File: src/rtl/pbc_pkg.sv
package pbc_pkg;

  typedef enum logic [1:0] {
    PK_PAYLOAD = 2'd0,
    PK_CONTEXT = 2'd1,
    PK_ICV     = 2'd2,
    PK_SPARE   = 2'd3
  } parcel_kind_e;

endpackage

File: src/rtl/pbc_beat_filter.sv
module pbc_beat_filter
  import pbc_pkg::*;
#(
  parameter int MAX_BEAT = 8,
  parameter int BYTES_W  = 4,
  localparam int INC_W   = $clog2(MAX_BEAT + 1)
) (
  input  logic               beat_valid,
  input  parcel_kind_e       beat_kind,
  input  logic [BYTES_W-1:0] beat_bytes,
  output logic               take,
  output logic [INC_W-1:0]   inc
);

  localparam logic [BYTES_W-1:0] LIMIT = BYTES_W'(MAX_BEAT);

  // Only payload parcels contribute to the total.
  function automatic logic counts_kind(parcel_kind_e k);
    return k == PK_PAYLOAD;
  endfunction

  // Oversized beats are clamped to the largest legal count.
  function automatic logic [INC_W-1:0] clamp_bytes(logic [BYTES_W-1:0] b);
    logic [BYTES_W-1:0] c;
    c = (b > LIMIT) ? LIMIT : b;
    return INC_W'(c);
  endfunction

  assign take = beat_valid && counts_kind(beat_kind);
  assign inc  = take ? clamp_bytes(beat_bytes) : '0;

endmodule

File: src/rtl/pbc_count_core.sv
module pbc_count_core #(
  parameter int CNT_W = 64,
  parameter int INC_W = 4
) (
  input  logic             clk,
  input  logic             rst_n,
  input  logic             take,
  input  logic [INC_W-1:0] inc,
  input  logic             load,
  input  logic [CNT_W-1:0] load_value,
  output logic [CNT_W-1:0] count,
  output logic             wrap
);

  logic [CNT_W:0] sum;

  // Widened add so the carry out of the top bit is visible.
  function automatic logic [CNT_W:0] add_inc(logic [CNT_W-1:0] c, logic [INC_W-1:0] i);
    return {1'b0, c} + {{(CNT_W + 1 - INC_W){1'b0}}, i};
  endfunction

  assign sum  = add_inc(count, inc);
  assign wrap = take && !load && sum[CNT_W];

  always_ff @(posedge clk) begin
    if (!rst_n) begin
      count <= '0;
    end else if (load) begin
      count <= load_value;
    end else if (take) begin
      count <= sum[CNT_W-1:0];
    end
  end

endmodule

File: src/rtl/pbc_split_port.sv
module pbc_split_port #(
  parameter int CNT_W   = 64,
  localparam int HALF_W = CNT_W / 2
) (
  input  logic              clk,
  input  logic              rst_n,
  input  logic              rd_lo,
  input  logic              rd_hi,
  input  logic              wr_hi,
  input  logic              wr_lo,
  input  logic [HALF_W-1:0] wdata,
  input  logic [CNT_W-1:0]  count,
  output logic [HALF_W-1:0] rdata,
  output logic              load,
  output logic [CNT_W-1:0]  load_value
);

  logic [HALF_W-1:0] snap_q;
  logic [HALF_W-1:0] stage_q;

  always_ff @(posedge clk) begin
    if (!rst_n) begin
      snap_q  <= '0;
      stage_q <= '0;
    end else begin
      if (rd_lo) snap_q  <= count[CNT_W-1:HALF_W];
      if (wr_hi) stage_q <= wdata;
    end
  end

  always_comb begin
    if (rd_lo)      rdata = count[HALF_W-1:0];
    else if (rd_hi) rdata = snap_q;
    else            rdata = '0;
  end

  assign load       = wr_lo;
  assign load_value = {stage_q, wdata};

endmodule

File: src/rtl/pbc_status.sv
module pbc_status (
  input  logic clk,
  input  logic rst_n,
  input  logic set,
  input  logic clear,
  input  logic en,
  output logic status,
  output logic irq
);

  always_ff @(posedge clk) begin
    if (!rst_n)     status <= 1'b0;
    else if (set)   status <= 1'b1;
    else if (clear) status <= 1'b0;
  end

  assign irq = status && en;

endmodule

File: src/rtl/payload_byte_counter.sv
module payload_byte_counter
  import pbc_pkg::*;
#(
  parameter int CNT_W    = 64,
  parameter int MAX_BEAT = 8,
  parameter int BYTES_W  = 4,
  localparam int HALF_W  = CNT_W / 2,
  localparam int INC_W   = $clog2(MAX_BEAT + 1)
) (
  input  logic              clk,
  input  logic              rst_n,
  input  logic              beat_valid,
  input  logic [1:0]        beat_kind,
  input  logic [BYTES_W-1:0] beat_bytes,
  input  logic              reg_rd_lo,
  input  logic              reg_rd_hi,
  input  logic              reg_wr_hi,
  input  logic              reg_wr_lo,
  input  logic [HALF_W-1:0] reg_wdata,
  output logic [HALF_W-1:0] reg_rdata,
  input  logic              sts_clear,
  input  logic              irq_en,
  output logic              wrap_status,
  output logic              irq
);

  logic             take;
  logic [INC_W-1:0] inc;
  logic [CNT_W-1:0] count_q;
  logic             wrap_evt;
  logic             load_evt;
  logic [CNT_W-1:0] load_value;

  pbc_beat_filter #(.MAX_BEAT(MAX_BEAT), .BYTES_W(BYTES_W)) u_filter (
    .beat_valid (beat_valid),
    .beat_kind  (parcel_kind_e'(beat_kind)),
    .beat_bytes (beat_bytes),
    .take       (take),
    .inc        (inc)
  );

  pbc_count_core #(.CNT_W(CNT_W), .INC_W(INC_W)) u_core (
    .clk        (clk),
    .rst_n      (rst_n),
    .take       (take),
    .inc        (inc),
    .load       (load_evt),
    .load_value (load_value),
    .count      (count_q),
    .wrap       (wrap_evt)
  );

  pbc_split_port #(.CNT_W(CNT_W)) u_port (
    .clk        (clk),
    .rst_n      (rst_n),
    .rd_lo      (reg_rd_lo),
    .rd_hi      (reg_rd_hi),
    .wr_hi      (reg_wr_hi),
    .wr_lo      (reg_wr_lo),
    .wdata      (reg_wdata),
    .count      (count_q),
    .rdata      (reg_rdata),
    .load       (load_evt),
    .load_value (load_value)
  );

  pbc_status u_status (
    .clk    (clk),
    .rst_n  (rst_n),
    .set    (wrap_evt),
    .clear  (sts_clear),
    .en     (irq_en),
    .status (wrap_status),
    .irq    (irq)
  );

endmodule

File: config.mk
export PLATFORM = sky130hd
export DESIGN_NAME = payload_byte_counter
export DESIGN_NICKNAME = d
export VERILOG_FILES = /design/src/rtl/pbc_pkg.sv /design/src/rtl/pbc_beat_filter.sv /design/src/rtl/pbc_count_core.sv /design/src/rtl/pbc_split_port.sv /design/src/rtl/pbc_status.sv /design/src/rtl/payload_byte_counter.sv
export SDC_FILE = /design/constraint.sdc
export NUM_CORES = 1
export LEC_CHECK = 0
export CORE_MARGIN = 2
export CORE_UTILIZATION = 35
export DETAILED_ROUTE_END_ITERATION = 10
export PLACE_DENSITY = 0.54
export REMOVE_ABC_BUFFERS = 1
export SLEW_MARGIN = 20
export SYNTH_ARGS = -nofsm -noshare
export SYNTH_HDL_FRONTEND = slang
export SYNTH_SLANG_ARGS = --single-unit
File: constraint.sdc
create_clock -name clk -period 9.6 [get_ports clk]
set_input_delay 2.88 -clock clk [delete_from_list [all_inputs] [get_ports clk]]
set_output_delay 2.88 -clock clk [all_outputs]
set_load 0.005 [all_outputs]
==> summary.md <==
The flow ran to the end, and the final reports show no timing, DRC or antenna violations. Walking the worst path, the cells encountered are clkdlybuf4s50_1, buf_4, nand2_1, o21ai_0, clkdlybuf4s50_1. The final count of pins violating max slew is 0, and the data arrival time of the critical path is 4610 ps. The tools report the area of the die as 0.02046 mm2. The run gives 0.01883 mm2 as the floorplan core area. The tools report the overall power after layout as 1.322 mW. The slowest stage of the critical path is the sky130_fd_sc_hd__clkdlybuf4s50_1 cell. In the final layout, the multi-input gates occupy 0.003956 mm2. The number of warnings printed during yosys synthesis was 0; the leakage power figure was 2.905 nW. The instance count of the mapped netlist came out at 810. The number of antenna diodes in the final layout is 0. The highest clock frequency the design can meet was 0.1336 GHz. The effective utilization at floorplan is 0.3593, and the final routed wirelength across all metal layers is 19.25 mm. Detailed placement finished with a half-perimeter wire length of 12.78 mm. In the routed design, unresolved DRC markers number 0. The tools report the clock root buffer as sky130_fd_sc_hd__clkbuf_16. Worst clock skew on the final layout: 5.620 ps.

The most used flip-flop cell after synthesis is sky130_fd_sc_hd__dfxtp_1. The level count of the clock H-tree came out at 4. The final cycle utilization of the critical path came out at 0.7798. The congestion estimate from routability-driven global placement came to 0.7959.

By area the synthesized netlist is led by sky130_fd_sc_hd__dfxtp_1, sky130_fd_sc_hd__mux2i_1, sky130_fd_sc_hd__o21ai_0, sky130_fd_sc_hd__nor2b_1, sky130_fd_sc_hd__nand2_1. The logs give 420 ps for the latest clock arrival within the worst-skew pair and 0.002582 mm2 for the sequential standard cell area. The via count of the first global-routing pass is 5576. The filler cells instantiated in the layout total 1899. In the final routed layout, each cell accounts on average for 17.00 um. In the layout the commonest cells are sky130_fd_sc_hd__dfxtp_1, sky130_fd_sc_hd__nand2_1, sky130_fd_sc_hd__o21ai_0. The final route contains 5986 vias. The portion of synthesized cell area occupied by the leading cell type is 0.3817. The worst min-delay path category was flop to flop.

The longest clock path from root to sink contains 2 buffers. At the worst endpoint, the required time is 6720 ps. In this run, distinct cell masters in the synthesized netlist total 42.

The first global-routing pass estimated 30.58 mm of wire. Setup repair after global routing left no endpoint under its margin. The run gives 107 as the largest net degree at the start of global routing. TritonCTS created 17 clock buffers. The final-stage net count came out at 913.

The largest total area in the synthesized netlist belongs to sky130_fd_sc_hd__dfxtp_1. The final hold violation count was 0. The tools report the number of clock sinks as 129. The clock-pin slew reported for the worst setup and hold paths after clock tree synthesis was 60 ps. Counting I/O delays and the setup requirement, the final critical path takes 7486 ps.

In this run the mean area of a mapped cell was 8.354 um2. The synthesized netlist occupies a cell area of 0.006766 mm2. The library cell used most frequently in the layout, excluding fill and tap cells, is sky130_fd_sc_hd__dfxtp_1. The power density of the placed cells works out to 159.8 mW/mm2. The setup path with the least slack is of type primary input to primary output. The number of antenna violations at the first check in global routing is 0. Summed over all failing endpoints, the final setup total negative slack is 0 ps. The relative slew slack is 0.3114, and the hold-fix buffer count after cts is 0. For the pin with the worst max-slew slack, the measured transition is 1033 ps.

The die is 143.0 um tall. The cell row count is 50, and the worst vdd rail ir drop is 138.1 uV. The critical-path maximum fanout is 17. The post-route core utilization is 0.4395.

The total of flip-flops plus latches after synthesis works out to 129. STA classifies the critical path startpoint as a primary input. The run gives 0.3817 as the share of synthesized area occupied by flip-flops and latches. Post-CTS timing repair inserted 0 buffers for setup. After detailed routing, the number of vias per cell comes to 5.288.

The fraction of final layout cells with drive strength greater than 1 was 0.05849; the number of iterations in the first detailed-routing pass was 4. Setup violations remaining at the end of the flow were counted as 0. The synthesized design contains 0 enable-type register cells.

The die is 143.0 um wide. For the number of maximum-capacitance violations, the log shows 0. Counting stages on the worst path, the most repeated cell is sky130_fd_sc_hd__clkdlybuf4s50_1. The detail route stage leaves a number of antenna-violating nets equal to 0. Count of buffers from port buffering: 80. TritonCTS built the clock tree. Summed over all layers, the global routing overflow is 0. The run gives 334 as the count of routing violations after the opening detailed-route iteration.

The number of gates resized after CTS was 0. Across all register-to-register paths, the minimum setup slack is 6660 ps. STA classifies the critical path endpoint as a primary output. The run gives 81 as the number of top-level pins. The aggregate global-route resource usage was 0.1931; the delay of the slowest cell on the worst path was 580 ps. The area growth from synthesis to layout is 22.30%. The share of synthesized registers carrying an async set or reset was 0.
## cells by family (layout without fill, tap and decap cells)
logic type / Yosys count / after routing / share of synthesized area
mux: 64 / 64 / 0.09467
fa+ha+maj: 5 / 5 / 0.01036
xor+xnor: 25 / 25 / 0.03236
compound gates: 181 / 181 / 0.1614
simple gates: 342 / 342 / 0.2829
flops: 129 / 129 / 0.3817
buf+inv: 64 / 126 / 0.03661
## where the power goes
group | internal, mW | leakage (nW) | switching, mW
sequential | 0.566 | 1.06 | 0.0317
combinational | 0.0731 | 1.57 | 0.0692
clock | 0.351 | 0.268 | 0.232
total | 0.990 | 2.90 | 0.333
## synthesized netlist by cell type, types with 2 or more instances
cell                       instances
sky130_fd_sc_hd__nor4_1           14
sky130_fd_sc_hd__o21a_1            2
sky130_fd_sc_hd__ha_1              4
sky130_fd_sc_hd__o21ai_0          88
sky130_fd_sc_hd__nor3_1           20
sky130_fd_sc_hd__mux2i_1          64
sky130_fd_sc_hd__nand2b_1          9
sky130_fd_sc_hd__a21boi_0          3
sky130_fd_sc_hd__nor4b_1           6
sky130_fd_sc_hd__o211a_1           7
sky130_fd_sc_hd__a31oi_1          18
sky130_fd_sc_hd__and2_1            3
sky130_fd_sc_hd__a311oi_1          6
sky130_fd_sc_hd__a21oi_1          25
sky130_fd_sc_hd__or4_1            16
sky130_fd_sc_hd__a211oi_1          6
sky130_fd_sc_hd__nor3b_1          10
sky130_fd_sc_hd__nand3_1          26
sky130_fd_sc_hd__nor2_1           11
sky130_fd_sc_hd__clkbuf_1         53
sky130_fd_sc_hd__nor2b_1          69
sky130_fd_sc_hd__xor2_1            4
sky130_fd_sc_hd__or4_4             3
sky130_fd_sc_hd__or3_1             7
sky130_fd_sc_hd__nand2_1          99
sky130_fd_sc_hd__xnor2_1          21
sky130_fd_sc_hd__a21o_1            5
sky130_fd_sc_hd__o311a_1           3
sky130_fd_sc_hd__and3_1            9
sky130_fd_sc_hd__and4_1           13
sky130_fd_sc_hd__a211o_1           2
sky130_fd_sc_hd__inv_1             6
sky130_fd_sc_hd__buf_1             4
sky130_fd_sc_hd__dfxtp_1         129
sky130_fd_sc_hd__o31ai_1          14
sky130_fd_sc_hd__nand4_1          25
## metrics by stage
| stage | std cells | hold slack [ps] | setup slack (ps) | instance area (um2) |
|---|---|---|---|---|
| 3_3_place_gp | 1102 | 479.9 | 2167 | 7746 |
| 3_5_place_dp | 1102 | 479.0 | 2150 | 7746 |
| 2_1_floorplan | 752 | 458.2 | 3634 | 6541 |
| 4_1_cts | 1132 | 486.9 | 2146 | 8269 |
| 5_1_grt | 1132 | 518.8 | 2022 | 8275 |
| 6_report | 1132 | 485.4 | 2114 | 8275 |
## layout make-up
cell class | count | area share
tap | 260 | 0.03931
sequential | 129 | 0.3121
clock buffer | 23 | 0.05897
inverter | 6 | 0.002721
multi-input combinational | 617 | 0.4781
timing repair buffer | 90 | 0.1046
clock inverter | 7 | 0.004233
## registers in the layout (all words and copies together) (netlist names)
signal	cells
u_core.count	64
u_port.snap_q	32
u_port.stage_q	32
u_status.status	1
## worst max-delay path, delay by kind of cell
family	cells	cell delay [ps]
buf+inv	3	1320
simple gates	1	70
compound gates	1	320
## worst paths after layout
path                      endpoint  cells after the start               start
setup / recovery     reg_rdata[11]                      5           reg_rd_hi
hold / removal    u_core.count[43]                      2  u_port.stage_q[11]
setup reg to reg  u_core.count[52]                      5    u_core.count[14]
hold reg to reg   u_core.count[43]                      2  u_port.stage_q[11]
## layer usage
metal	vias up	GRT usage	routed length [um]	part of all wire
li1	3064	-	-	-
met1	2786	0.2680	9648	0.50
met2	121	0.3035	8667	0.45
met3	15	0.04393	762	0.040
met4	0	0.04742	167	0.0087
met5	-	0	0	0
Note: power is estimated with default switching activity, not from simulation.
